--- src/rtl/tlb_pkg.sv ---
package tlb_pkg;
  localparam int OFF_W = 12;
  localparam int PERM_W = 6;

  // rights bit positions inside a stored mapping
  localparam int PB_UR = 0;
  localparam int PB_UW = 1;
  localparam int PB_UX = 2;
  localparam int PB_SR = 3;
  localparam int PB_SW = 4;
  localparam int PB_SX = 5;

  typedef enum logic [1:0] {
    ACC_READ  = 2'd0,
    ACC_WRITE = 2'd1,
    ACC_FETCH = 2'd2,
    ACC_READ2 = 2'd3
  } access_e;

  typedef enum logic [1:0] {
    FLT_NONE  = 2'd0,
    FLT_FETCH = 2'd1,
    FLT_READ  = 2'd2,
    FLT_WRITE = 2'd3
  } fault_e;

  function automatic fault_e fault_for(access_e k);
    case (k)
      ACC_WRITE: return FLT_WRITE;
      ACC_FETCH: return FLT_FETCH;
      default:   return FLT_READ;
    endcase
  endfunction
endpackage

--- src/rtl/tlb_store.sv ---
module tlb_store import tlb_pkg::*; #(
  parameter int ENTRIES = 32,
  parameter int IDX_W   = 5,
  parameter int VPN_W   = 20,
  parameter int PPN_W   = 20
)(
  input  logic              clk,
  input  logic              rst,
  input  logic              flush,
  input  logic [IDX_W-1:0]  rd_idx,
  output logic              rd_vld,
  output logic [VPN_W-1:0]  rd_tag,
  output logic [PERM_W-1:0] rd_perm,
  output logic [PPN_W-1:0]  rd_ppn,
  input  logic              wr_en,
  input  logic [IDX_W-1:0]  wr_idx,
  input  logic [VPN_W-1:0]  wr_tag,
  input  logic [PERM_W-1:0] wr_perm,
  input  logic [PPN_W-1:0]  wr_ppn
);
  localparam int DAT_W = PERM_W + PPN_W;

  // tag and payload live in plain arrays (distributed RAM friendly);
  // valid flags are flops so a flush can clear them all in one cycle
  logic [VPN_W-1:0] tag_mem [ENTRIES];
  logic [DAT_W-1:0] dat_mem [ENTRIES];
  logic [ENTRIES-1:0] vld;

  always_ff @(posedge clk) begin
    if (wr_en) begin
      tag_mem[wr_idx] <= wr_tag;
      dat_mem[wr_idx] <= {wr_perm, wr_ppn};
    end
  end

  always_ff @(posedge clk) begin
    if (rst || flush) vld <= '0;
    else if (wr_en)   vld[wr_idx] <= 1'b1;
  end

  assign rd_vld  = vld[rd_idx];
  assign rd_tag  = tag_mem[rd_idx];
  assign rd_perm = dat_mem[rd_idx][DAT_W-1:PPN_W];
  assign rd_ppn  = dat_mem[rd_idx][PPN_W-1:0];


  flush_clear_chk: assert property (@(posedge clk) disable iff (rst)
    flush |=> (vld == '0));
endmodule

--- src/rtl/tlb_bare_map.sv ---
module tlb_bare_map import tlb_pkg::*; #(
  parameter int ADDR_W = 32,
  parameter longint unsigned MEM_BYTES = 64'h0010_0000
)(
  input  logic [ADDR_W-1:0]       vaddr,
  output logic                    map_v,
  output logic [PERM_W-1:0]       map_perm,
  output logic [ADDR_W-OFF_W-1:0] map_ppn
);
  localparam logic [ADDR_W:0] LIMIT = MEM_BYTES[ADDR_W:0];

  assign map_v    = ({1'b0, vaddr} < LIMIT);
  assign map_perm = '1;
  assign map_ppn  = vaddr[ADDR_W-1:OFF_W];
endmodule

--- src/rtl/tlb_perm.sv ---
module tlb_perm import tlb_pkg::*; #(
  parameter int ADDR_W = 32
)(
  input  logic                    pte_v,
  input  logic [PERM_W-1:0]       perm,
  input  logic [ADDR_W-OFF_W-1:0] ppn,
  input  logic [OFF_W-1:0]        offset,
  input  logic [1:0]              kind,
  input  logic                    sup,
  output logic                    ok,
  output fault_e                  cause,
  output logic [ADDR_W-1:0]       paddr
);
  access_e k;
  logic    right;

  assign k = access_e'(kind);

  always_comb begin
    case (k)
      ACC_WRITE: right = sup ? perm[PB_SW] : perm[PB_UW];
      ACC_FETCH: right = sup ? perm[PB_SX] : perm[PB_UX];
      default:   right = sup ? perm[PB_SR] : perm[PB_UR];
    endcase
  end

  assign ok    = pte_v && right;
  assign cause = ok ? FLT_NONE : fault_for(k);
  assign paddr = ok ? {ppn, offset} : '0;
endmodule

--- src/rtl/vtlb_dm.sv ---
module vtlb_dm import tlb_pkg::*; #(
  parameter int ADDR_W  = 32,
  parameter int ENTRIES = 32,   // power of two: index is page number mod ENTRIES
  parameter longint unsigned MEM_BYTES = 64'h0010_0000
)(
  input  logic                    clk,
  input  logic                    rst,
  input  logic                    flush,
  input  logic                    vm_on,
  input  logic                    priv_sup,
  input  logic                    req_valid,
  output logic                    req_ready,
  input  logic [ADDR_W-1:0]       req_vaddr,
  input  logic [1:0]              req_kind,
  output logic                    rsp_valid,
  output logic [ADDR_W-1:0]       rsp_paddr,
  output logic                    rsp_fault,
  output logic [1:0]              rsp_cause,
  output logic                    walk_req,
  output logic [ADDR_W-OFF_W-1:0] walk_vpn,
  input  logic                    walk_ack,
  input  logic                    walk_v,
  input  logic [PERM_W-1:0]       walk_perm,
  input  logic [ADDR_W-OFF_W-1:0] walk_ppn
);
  localparam int VPN_W = ADDR_W - OFF_W;
  localparam int IDX_W = $clog2(ENTRIES);

  typedef enum logic {ST_IDLE, ST_WALK} st_e;
  st_e state;

  logic [ADDR_W-1:0] q_vaddr;
  logic [1:0]        q_kind;
  logic              q_sup;
  logic [VPN_W-1:0]  q_vpn;
  logic [VPN_W-1:0]  vpn_in;
  logic [IDX_W-1:0]  idx_in;

  assign vpn_in = req_vaddr[ADDR_W-1:OFF_W];
  assign idx_in = vpn_in[IDX_W-1:0];
  assign q_vpn  = q_vaddr[ADDR_W-1:OFF_W];

  // slot storage
  logic              rd_vld;
  logic [VPN_W-1:0]  rd_tag;
  logic [PERM_W-1:0] rd_perm;
  logic [VPN_W-1:0]  rd_ppn;
  logic              wr_en;
  logic [IDX_W-1:0]  wr_idx;
  logic [VPN_W-1:0]  wr_tag;
  logic [PERM_W-1:0] wr_perm;
  logic [VPN_W-1:0]  wr_ppn;

  tlb_store #(.ENTRIES(ENTRIES), .IDX_W(IDX_W), .VPN_W(VPN_W), .PPN_W(VPN_W)) u_store (
    .clk(clk), .rst(rst), .flush(flush),
    .rd_idx(idx_in), .rd_vld(rd_vld), .rd_tag(rd_tag), .rd_perm(rd_perm), .rd_ppn(rd_ppn),
    .wr_en(wr_en), .wr_idx(wr_idx), .wr_tag(wr_tag), .wr_perm(wr_perm), .wr_ppn(wr_ppn)
  );

  // identity mapping for untranslated mode
  logic              bare_v;
  logic [PERM_W-1:0] bare_perm;
  logic [VPN_W-1:0]  bare_ppn;

  tlb_bare_map #(.ADDR_W(ADDR_W), .MEM_BYTES(MEM_BYTES)) u_bare (
    .vaddr(req_vaddr), .map_v(bare_v), .map_perm(bare_perm), .map_ppn(bare_ppn)
  );

  logic hit;
  assign hit = rd_vld && (rd_tag == vpn_in);

  // one rights checker, fed from the slot, the identity map or the walk reply
  logic              c_v;
  logic [PERM_W-1:0] c_perm;
  logic [VPN_W-1:0]  c_ppn;
  logic [OFF_W-1:0]  c_off;
  logic [1:0]        c_kind;
  logic              c_sup;
  logic              chk_ok;
  fault_e            chk_cause;
  logic [ADDR_W-1:0] chk_paddr;

  always_comb begin
    if (state == ST_WALK) begin
      c_v    = walk_v;
      c_perm = walk_perm;
      c_ppn  = walk_ppn;
      c_off  = q_vaddr[OFF_W-1:0];
      c_kind = q_kind;
      c_sup  = q_sup;
    end else begin
      c_off  = req_vaddr[OFF_W-1:0];
      c_kind = req_kind;
      c_sup  = priv_sup;
      if (hit) begin
        c_v    = 1'b1;
        c_perm = rd_perm;
        c_ppn  = rd_ppn;
      end else begin
        c_v    = bare_v;
        c_perm = bare_perm;
        c_ppn  = bare_ppn;
      end
    end
  end

  tlb_perm #(.ADDR_W(ADDR_W)) u_perm (
    .pte_v(c_v), .perm(c_perm), .ppn(c_ppn), .offset(c_off),
    .kind(c_kind), .sup(c_sup),
    .ok(chk_ok), .cause(chk_cause), .paddr(chk_paddr)
  );

  // fill control
  logic fill_bare, fill_walk;
  assign fill_bare = (state == ST_IDLE) && req_valid && !hit && !vm_on && bare_v;
  assign fill_walk = (state == ST_WALK) && walk_ack && walk_v;
  assign wr_en     = fill_bare || fill_walk;
  assign wr_idx    = fill_walk ? q_vpn[IDX_W-1:0] : idx_in;
  assign wr_tag    = fill_walk ? q_vpn : vpn_in;
  assign wr_perm   = fill_walk ? walk_perm : bare_perm;
  assign wr_ppn    = fill_walk ? walk_ppn : bare_ppn;

  assign req_ready = (state == ST_IDLE);

  always_ff @(posedge clk) begin
    if (rst) begin
      state     <= ST_IDLE;
      rsp_valid <= 1'b0;
      rsp_paddr <= '0;
      rsp_fault <= 1'b0;
      rsp_cause <= FLT_NONE;
      walk_req  <= 1'b0;
      walk_vpn  <= '0;
      q_vaddr   <= '0;
      q_kind    <= '0;
      q_sup     <= 1'b0;
    end else begin
      rsp_valid <= 1'b0;
      case (state)
        ST_IDLE: begin
          if (req_valid) begin
            if (hit || !vm_on) begin
              rsp_valid <= 1'b1;
              rsp_paddr <= chk_paddr;
              rsp_fault <= !chk_ok;
              rsp_cause <= chk_cause;
            end else begin
              q_vaddr  <= req_vaddr;
              q_kind   <= req_kind;
              q_sup    <= priv_sup;
              walk_req <= 1'b1;
              walk_vpn <= vpn_in;
              state    <= ST_WALK;
            end
          end
        end
        ST_WALK: begin
          if (walk_ack) begin
            walk_req  <= 1'b0;
            rsp_valid <= 1'b1;
            rsp_paddr <= chk_paddr;
            rsp_fault <= !chk_ok;
            rsp_cause <= chk_cause;
            state     <= ST_IDLE;
          end
        end
        default: state <= ST_IDLE;
      endcase
    end
  end


  hit_rsp_chk: assert property (@(posedge clk) disable iff (rst)
    (req_ready && req_valid && hit) |=> (rsp_valid && !walk_req));

  walk_hold_chk: assert property (@(posedge clk) disable iff (rst)
    (walk_req && !walk_ack) |=> (walk_req && $stable(walk_vpn)));

  walk_stall_chk: assert property (@(posedge clk) disable iff (rst)
    walk_req |-> !req_ready);

  walk_done_chk: assert property (@(posedge clk) disable iff (rst)
    (walk_req && walk_ack) |=> (rsp_valid && !walk_req && req_ready));

  fault_cause_chk: assert property (@(posedge clk) disable iff (rst)
    (rsp_valid && rsp_fault) |-> (rsp_cause != 2'd0 && rsp_paddr == '0));
endmodule

--- config.mk ---
export PLATFORM = sky130hd
export DESIGN_NAME = vtlb_dm
export DESIGN_NICKNAME = d
export VERILOG_FILES = /design/src/rtl/tlb_pkg.sv /design/src/rtl/tlb_store.sv /design/src/rtl/tlb_bare_map.sv /design/src/rtl/tlb_perm.sv /design/src/rtl/vtlb_dm.sv
export SDC_FILE = /design/constraint.sdc
export NUM_CORES = 2
export LEC_CHECK = 0
export BUFFER_PORTS_ARGS = -buffer_cell sky130_fd_sc_hd__buf_2
export CORE_ASPECT_RATIO = 0.75
export CORE_MARGIN = 3
export CORE_UTILIZATION = 33
export CTS_BUF_LIST = sky130_fd_sc_hd__clkbuf_2
export DETAILED_ROUTE_END_ITERATION = 10
export PLACE_DENSITY_LB_ADDON = 0.2
export SYNTH_ARGS = -nofsm -noshare
export SYNTH_HDL_FRONTEND = slang
export SYNTH_SLANG_ARGS = --single-unit
--- constraint.sdc ---
create_clock -name clk -period 10.8 [get_ports clk]
set_input_delay 2.16 -clock clk [delete_from_list [all_inputs] [get_ports clk]]
set_output_delay 2.16 -clock clk [all_outputs]
set_load 0.1 [all_outputs]
======== Word-level counts from Yosys, hierarchy flattened ========
Memories as Yosys holds them, arrays and structs flattened.
Cells that the tools add are included.
word-level totals
  logic and storage cells ................. 95
  input port bits ......................... 68
  output and inout port bits .............. 58
  bits in registers ....................... 125
  memories ................................ 2
  bits in writable memories ............... 1472
memories
  name             words  bits a word  read ports  clocked after Yosys merged registers in  write ports  line             RTL
  u_store.dat_mem  32     26           1           0                                        1            tlb_store.sv:26  logic [DAT_W-1:0] dat_mem [ENTRIES];
  u_store.tag_mem  32     20           1           0                                        1            tlb_store.sv:25  logic [VPN_W-1:0] tag_mem [ENTRIES];
cells by class
  bitwise logic cells ..................... 3
  multiplexer cells ....................... 50
  equal/unequal tests ..................... 7
  reductions and logical operators ........ 18
  order comparisons ....................... 4
operators with widths
  operator                                                                         number
  32-bit two-way mux                                                               4
  20-bit two-way mux                                                               4
  32-bit one-hot mux with 2 select lines                                           1
  32-bit by 21-bit less-than comparator with 1-bit output (second input constant)  1
  32-bit bitwise OR                                                                1
  1-bit two-way mux                                                                22
  20-bit == test                                                                   1
  6-bit two-way mux                                                                3
  5-bit by 6-bit less-than comparator with 1-bit output (second input constant)    2
  12-bit two-way mux                                                               1
  2-bit two-way mux                                                                5
  1-bit one-hot mux with 2 select lines                                            5
  1-bit logical AND                                                                9
  3-bit AND reduction                                                              3
  2-bit one-hot mux with 2 select lines                                            2
  2-bit inequality test (second input constant)                                    3
  1-bit binary-select mux with 5-bit select                                        1
  1-bit demux with 5-bit select                                                    1
  5-bit by 1-bit >= comparator with 1-bit output (second input constant)           1
  5-bit two-way mux                                                                1
  1-bit logical NOT                                                                3
  1-bit logical OR                                                                 3
  2-bit by 1-bit == test with 1-bit output (second input constant)                 1
  2-bit == test (second input constant)                                            1
  2 further kinds                                                                  3

======== Logic depth before layout (Yosys ltp) ========
  depth in word-level cells ............... 12
  depth in mapped cells ................... 19

======== Cells and area by module ========
From an unflattened synthesis, not the netlist that was laid out.
unflattened totals
  cells, all modules ...................... 3862
  area total of the unflattened synthesis .. 63727.4 µm²
by module, submodules not included
  module        cells an instance  instances  area each (µm²)
  tlb_store     3286               1          58426.0
  vtlb_dm       492                1          4574.4
  tlb_perm      53                 1          503.0
  tlb_bare_map  31                 1          224.0

======== Least setup slack after synthesis ========
OpenSTA, ideal clock, no wires.
  path type ............................... input to register
  from .................................... in req_vaddr[14]
  to ...................................... mem u_store.dat_mem[12][0] in the netlist's numbering (enable)
  data required time ...................... 10.291 ns
  cell stages on the path ................. 13
  slack ................................... 2.224 ns
  data arrival time ....................... 8.067 ns
  buffers on the path ..................... 8
  setup time .............................. 0.509 ns
  cell sequence ........................... buf_2 buf_2 buf_2 buf_2 buf_2 buf_2 buf_2 nand2_1 and2_1 clkbuf_1 inv_1 nand3_1 nor3_1
between the ends
  elaborated cells between the ends (all ways) .. 14
  those cells by class .................... order compare: 1; eq/ne: 1; mux: 5; reduce/logical: 6; memory: 1
RTL lines
  item                   line             RTL
  from (decl)            vtlb_dm.sv:13    input logic [ADDR_W-1:0] req_vaddr,
  5-bit two-way mux      vtlb_dm.sv:118   assign wr_idx = fill_walk ? q_vpn[IDX_W-1:0] : idx_in;
  via u_store.wr_idx[2]  tlb_store.sv:16  input logic [IDX_W-1:0] wr_idx,
  to (decl)              tlb_store.sv:26
The timed path passes the listed nets, and every way through them passes these cells. The select of a mux whose other input is x is not followed.

======== Worst setup path in the final report ========
  from .................................... in req_vaddr[16]
  to ...................................... mem u_store.dat_mem[14][6] in the netlist's numbering (enable)
between the ends
  longest elaborated chain between the ends .. 10
  elaborated cells between the ends (all ways) .. 14
  those cells by class .................... order compare: 1; eq/ne: 1; mux: 5; reduce/logical: 6; memory: 1
ends and longest elaborated chain
  item                                                                             line                            RTL
  memory 32 x 20 bit or 1-bit binary-select mux with 5-bit select (tied branches)  --
  20-bit == test or 1-bit two-way mux (tied branches)                              vtlb_dm.sv:70, tlb_store.sv:41
  1-bit logical AND                                                                vtlb_dm.sv:70                   assign hit = rd_vld && (rd_tag == vpn_in);
  1-bit logical NOT                                                                vtlb_dm.sv:115                  assign fill_bare = (state == ST_IDLE) && req_valid && !hit && !vm_on && bare_v;
  1-bit logical AND (3 in a row)                                                   vtlb_dm.sv:115
  1-bit logical OR                                                                 vtlb_dm.sv:117                  assign wr_en = fill_bare || fill_walk;
  1-bit two-way mux                                                                tlb_store.sv:30                 if (wr_en) begin
  1-bit two-way mux (implied by the code)                                          tlb_store.sv:32                 dat_mem[wr_idx] <= {wr_perm, wr_ppn};
Parallel ways exist; a longest one is shown, timed or not. The select of a mux whose other input is x is not followed.

==> flow_summary.ini <==
[drt]
route.antenna.remaining_nets = 0
dr.pass1.iters = 5
drt_iter0_drc = 3724
routed_wire_length_per_instance_um = 29.6
drc = 0
vias_per_cell = 5.24
wirelength_mm = 185
via_count = 32854

[die]
die_height_um = 380
initial_utilization_pct = 33.4
pin_count = 126
core.rowCount = 136
die-area_um2 = 192000
floorplan.core_area_um2 = 184000
die_w_um = 505

[setup_path]
timing.critical_path.fanout_max = 34
timing.critical_path.required_ns = 12.10
critPathKind = in -> reg
crit_path_frequent_cell = sky130_fd_sc_hd__buf_4
worstPathArrival_ns = 8.29
path_buf_inv = 5
timing.critical_path.from_type = primary input
cp_slowest_cell = sky130_fd_sc_hd__nor4_2
worst_path_largest_cell_delay_ns = 0.94
critical_path.endpoint_type = flop
sequence_of_cells_on_the_critical_path = buf_4, buf_4, nand2b_1, a21oi_1, nor4_2, xnor2_1, nor4b_1, nand4b_1, buf_4, a31oi_1, or2_2, nor3_2, buf_4, buf_4
crit_path_leading_delay_family = buffers and inverters

[synth]
seq_area_frac_synth_pct = 75.1
synth_cell_type_count = 62
post_synth_inst_count = 3057
synth_enable_flop_cells = 1472
ys_dominant_reg_cell = sky130_fd_sc_hd__edfxtp_1
post_synth_most_frequent_cells = sky130_fd_sc_hd__edfxtp_1, sky130_fd_sc_hd__mux4_2, sky130_fd_sc_hd__mux2i_1
synth_warnings = 0
synth.top_cell.area_share_pct = 71.7
postSynth.asyncResetShare_pct = 0
synthTopCellsByArea = sky130_fd_sc_hd__edfxtp_1, sky130_fd_sc_hd__mux4_2, sky130_fd_sc_hd__mux2i_1, sky130_fd_sc_hd__dfxtp_1, sky130_fd_sc_hd__a22oi_1
synth_top_family_by_area = multiplexers
yosys_register_bits = 1577
post-synth-top-count-cell = sky130_fd_sc_hd__edfxtp_1
synth-simple-area-share_pct = 2.81
yosys.area_share.adder_pct = 0.0609
synth.avg_cell_area_um2 = 20.2
synth_compound_area_share_pct = 3.18
synth_area_leader = sky130_fd_sc_hd__edfxtp_1
mux_contribution_to_synthesized_area_pct = 16.8
post_synth_xor_area_fraction_pct = 0.185
syn-num-nets = 3128
post_synth_instance_area_um2 = 61700

[cts]
clockRootBuffer = sky130_fd_sc_hd__clkbuf_2
cts_made_buffers = 379
cts_hold_buffers = 0
cts.path.max_buffers = 4
cts_setup_buffers = 0
clk-insertion-delay-late_ns = 1.80
cts_resized = 0
ctsHtreeMaxLevel = 5
cts.reportedPaths.clkPinSlew_ns = 0.09
tritoncts = yes
cts_num_sinks = 1577

[timing]
rsz0062_at_grt = no
relSlewSlack_pct = 15.8
final_hold_viol_count = 0
tns_ns = 0
skew_ns = 0.146
maxClockFrequency_ghz = 0.143
post-route-min-period_ns = 6.99
setup_viol = 0
finalHoldWorstSlack_ns = 0.460
timing.final.crit_share_pct = 64.7
timing_max_transition_violations_final = 0
worst-slew-pin-transition_ns = 1.26

[outcome]
outcome = finished clean

[global_route]
gr-total-overflow = 0
grt_pass1_vias = 32900
maximum_number_of_pins_on_one_net_before_global_route_repair = 94
number_of_antenna_violations_at_the_first_check_in_global_routing = 8
grt_first_pass_wirelength_mm = 259
grt_util_all_layers_pct = 19.0

[power]
clk_network_pwr_share_pct = 34.5
total_leakage_power_nw = 23.6
power_per_cell_area_nw_per_um2 = 164
internal_power_mw = 8.43
comb_power_share_pct = 6.3
netSwitchingPower_mw = 2.90
power.share.switching_pct = 25.6
vdd_drop_max_mv = 0.0799
power_frac_seq_pct = 59.2

[finish]
finish.instance_area_um2 = 68900
syn2layout_area_growth_pct = 11.7
final_layout_size_suffix_gt1_share_pct = 33.5
filler_cell_count = 17340
final_net_count = 3558

[placed_design]
portBuffers = 125
place.gp.congestion = 0.788
standard_cell_area_after_detailed_placement_um2 = 65500
place_hpwl_mm = 107

[worst_hold_path]
holdCritPathClass = reg -> reg

[job]
drv_cap = 0
==> worst reg2reg max path: cells and delay by family, from the launching register on <==
| kind | cells | cell delay [ns] |
|---|---|---|
| AND/OR/NAND/NOR | 5 | 2.16 |
| buffers and inverters | 3 | 1.60 |
| AO/OA/AOI/OAI | 3 | 0.59 |
| flip-flops | 1 | 0.41 |
| XOR/XNOR | 1 | 0.20 |
| multiplexers | 1 | 0.09 |
==> final timing paths <==
| path | slack [ns] | to | depth (start not counted) | from |
|---|---|---|---|---|
| worst max register to register | 5.31 | u_store.dat_mem[14][6] | 13 | u_store.tag_mem[31][6] |
| worst max-delay path | 3.81 | u_store.dat_mem[14][6] | 14 | req_vaddr[16] |
| worst min register to register | 0.46 | walk_req | 2 | walk_req |
| worst min-delay path | 0.46 | walk_req | 2 | walk_req |
==> routing by layer <==
metal / vias up / part of all wire [%] / routed length, µm / global-route usage, %
li1: 13651 / - / - / -
met2: 1356 / 44 / 80600 / 26.9
met5: - / 0 / 0 / 0
met4: 0 / 1.8 / 3320 / 5.66
met1: 17629 / 48 / 88000 / 29.1
met3: 218 / 7.2 / 13300 / 3.87
==> registers in the layout, summed over array words and instances, names as in the netlist <==
register / cells
rsp_paddr: 32
rsp_fault: 1
walk_vpn: 20
state: 1
q_sup: 1
u_store.vld: 32
q_kind: 2
rsp_cause: 2
u_store.tag_mem: 640
q_vaddr: 12
rsp_valid: 1
u_store.dat_mem: 832
walk_req: 1
==> through the flow <==
step	power [mW]	setup slack, ns	std cells	utilization (%)
2_1_floorplan	7.29	2.22	3057	-
3_3_place_gp	7.56	1.79	5589	35.5
3_5_place_dp	7.56	1.97	5589	35.5
4_1_cts	11.5	3.93	6252	37.3
5_1_grt	11.9	3.81	6262	37.3
6_report	11.3	3.81	6264	37.4
==> layout by cell type (no fill, tap or decap), types with 7 or more instances in the layout <==
master / n
sky130_fd_sc_hd__edfxtp_1: 1472
sky130_fd_sc_hd__clkbuf_2: 571
sky130_fd_sc_hd__mux4_2: 336
sky130_fd_sc_hd__mux2i_1: 231
sky130_fd_sc_hd__nand2_1: 155
sky130_fd_sc_hd__buf_2: 121
sky130_fd_sc_hd__buf_4: 115
sky130_fd_sc_hd__dfxtp_1: 104
sky130_fd_sc_hd__a22oi_1: 78
sky130_fd_sc_hd__clkinv_1: 73
sky130_fd_sc_hd__nor2_1: 63
sky130_fd_sc_hd__mux2_2: 41
sky130_fd_sc_hd__nand3_1: 32
sky130_fd_sc_hd__a22o_1: 32
sky130_fd_sc_hd__nor3_2: 32
sky130_fd_sc_hd__o21ai_0: 31
sky130_fd_sc_hd__a21oi_1: 27
sky130_fd_sc_hd__inv_1: 19
sky130_fd_sc_hd__a32o_1: 19
sky130_fd_sc_hd__o21a_1: 16
sky130_fd_sc_hd__nor2b_1: 15
sky130_fd_sc_hd__diode_2: 11
sky130_fd_sc_hd__nand2b_1: 11
sky130_fd_sc_hd__a31oi_1: 11
sky130_fd_sc_hd__clkinv_2: 10
sky130_fd_sc_hd__and2_1: 8
sky130_fd_sc_hd__xnor2_1: 8
sky130_fd_sc_hd__and3_1: 8
sky130_fd_sc_hd__nand4_1: 7
==> power by group through the flow <==
stage / clock network, mW / logic [mW] / registers, mW
2_1_floorplan: 0 / 0.439 / 6.85
3_3_place_gp: 0 / 0.715 / 6.84
3_5_place_dp: 0 / 0.718 / 6.84
4_1_cts: 4.06 / 0.718 / 6.70
5_1_grt: 4.40 / 0.756 / 6.71
6_report: 3.91 / 0.714 / 6.70
==> area by class of cell <==
type	count	area, µm²	area share, %
clock inverters	92	497	0.721
multi-input cells	1262	14400	20.9
clock buffers	571	2860	4.15
well taps	2484	3110	4.51
flip-flops and latches	1577	46300	67.2
repair buffers	245	1620	2.35
diodes	11	27.5	0.0400
inverters	22	82.6	0.120
==> kinds of logic (layout without fill, tap and decap cells) <==
| logic type | after synthesis | after routing |
|---|---|---|
| AOI/OAI and AO/OA | 264 | 264 |
| xor gates and xnor gates | 13 | 13 |
| adders and majority gates | 3 | 3 |
| buffers and inverters | 218 | 930 |
| DFF | 1577 | 1577 |
| muxes | 608 | 608 |
| other | 0 | 11 |
| and+or+nand+nor | 374 | 374 |
Power figures use the tool's default switching activity.
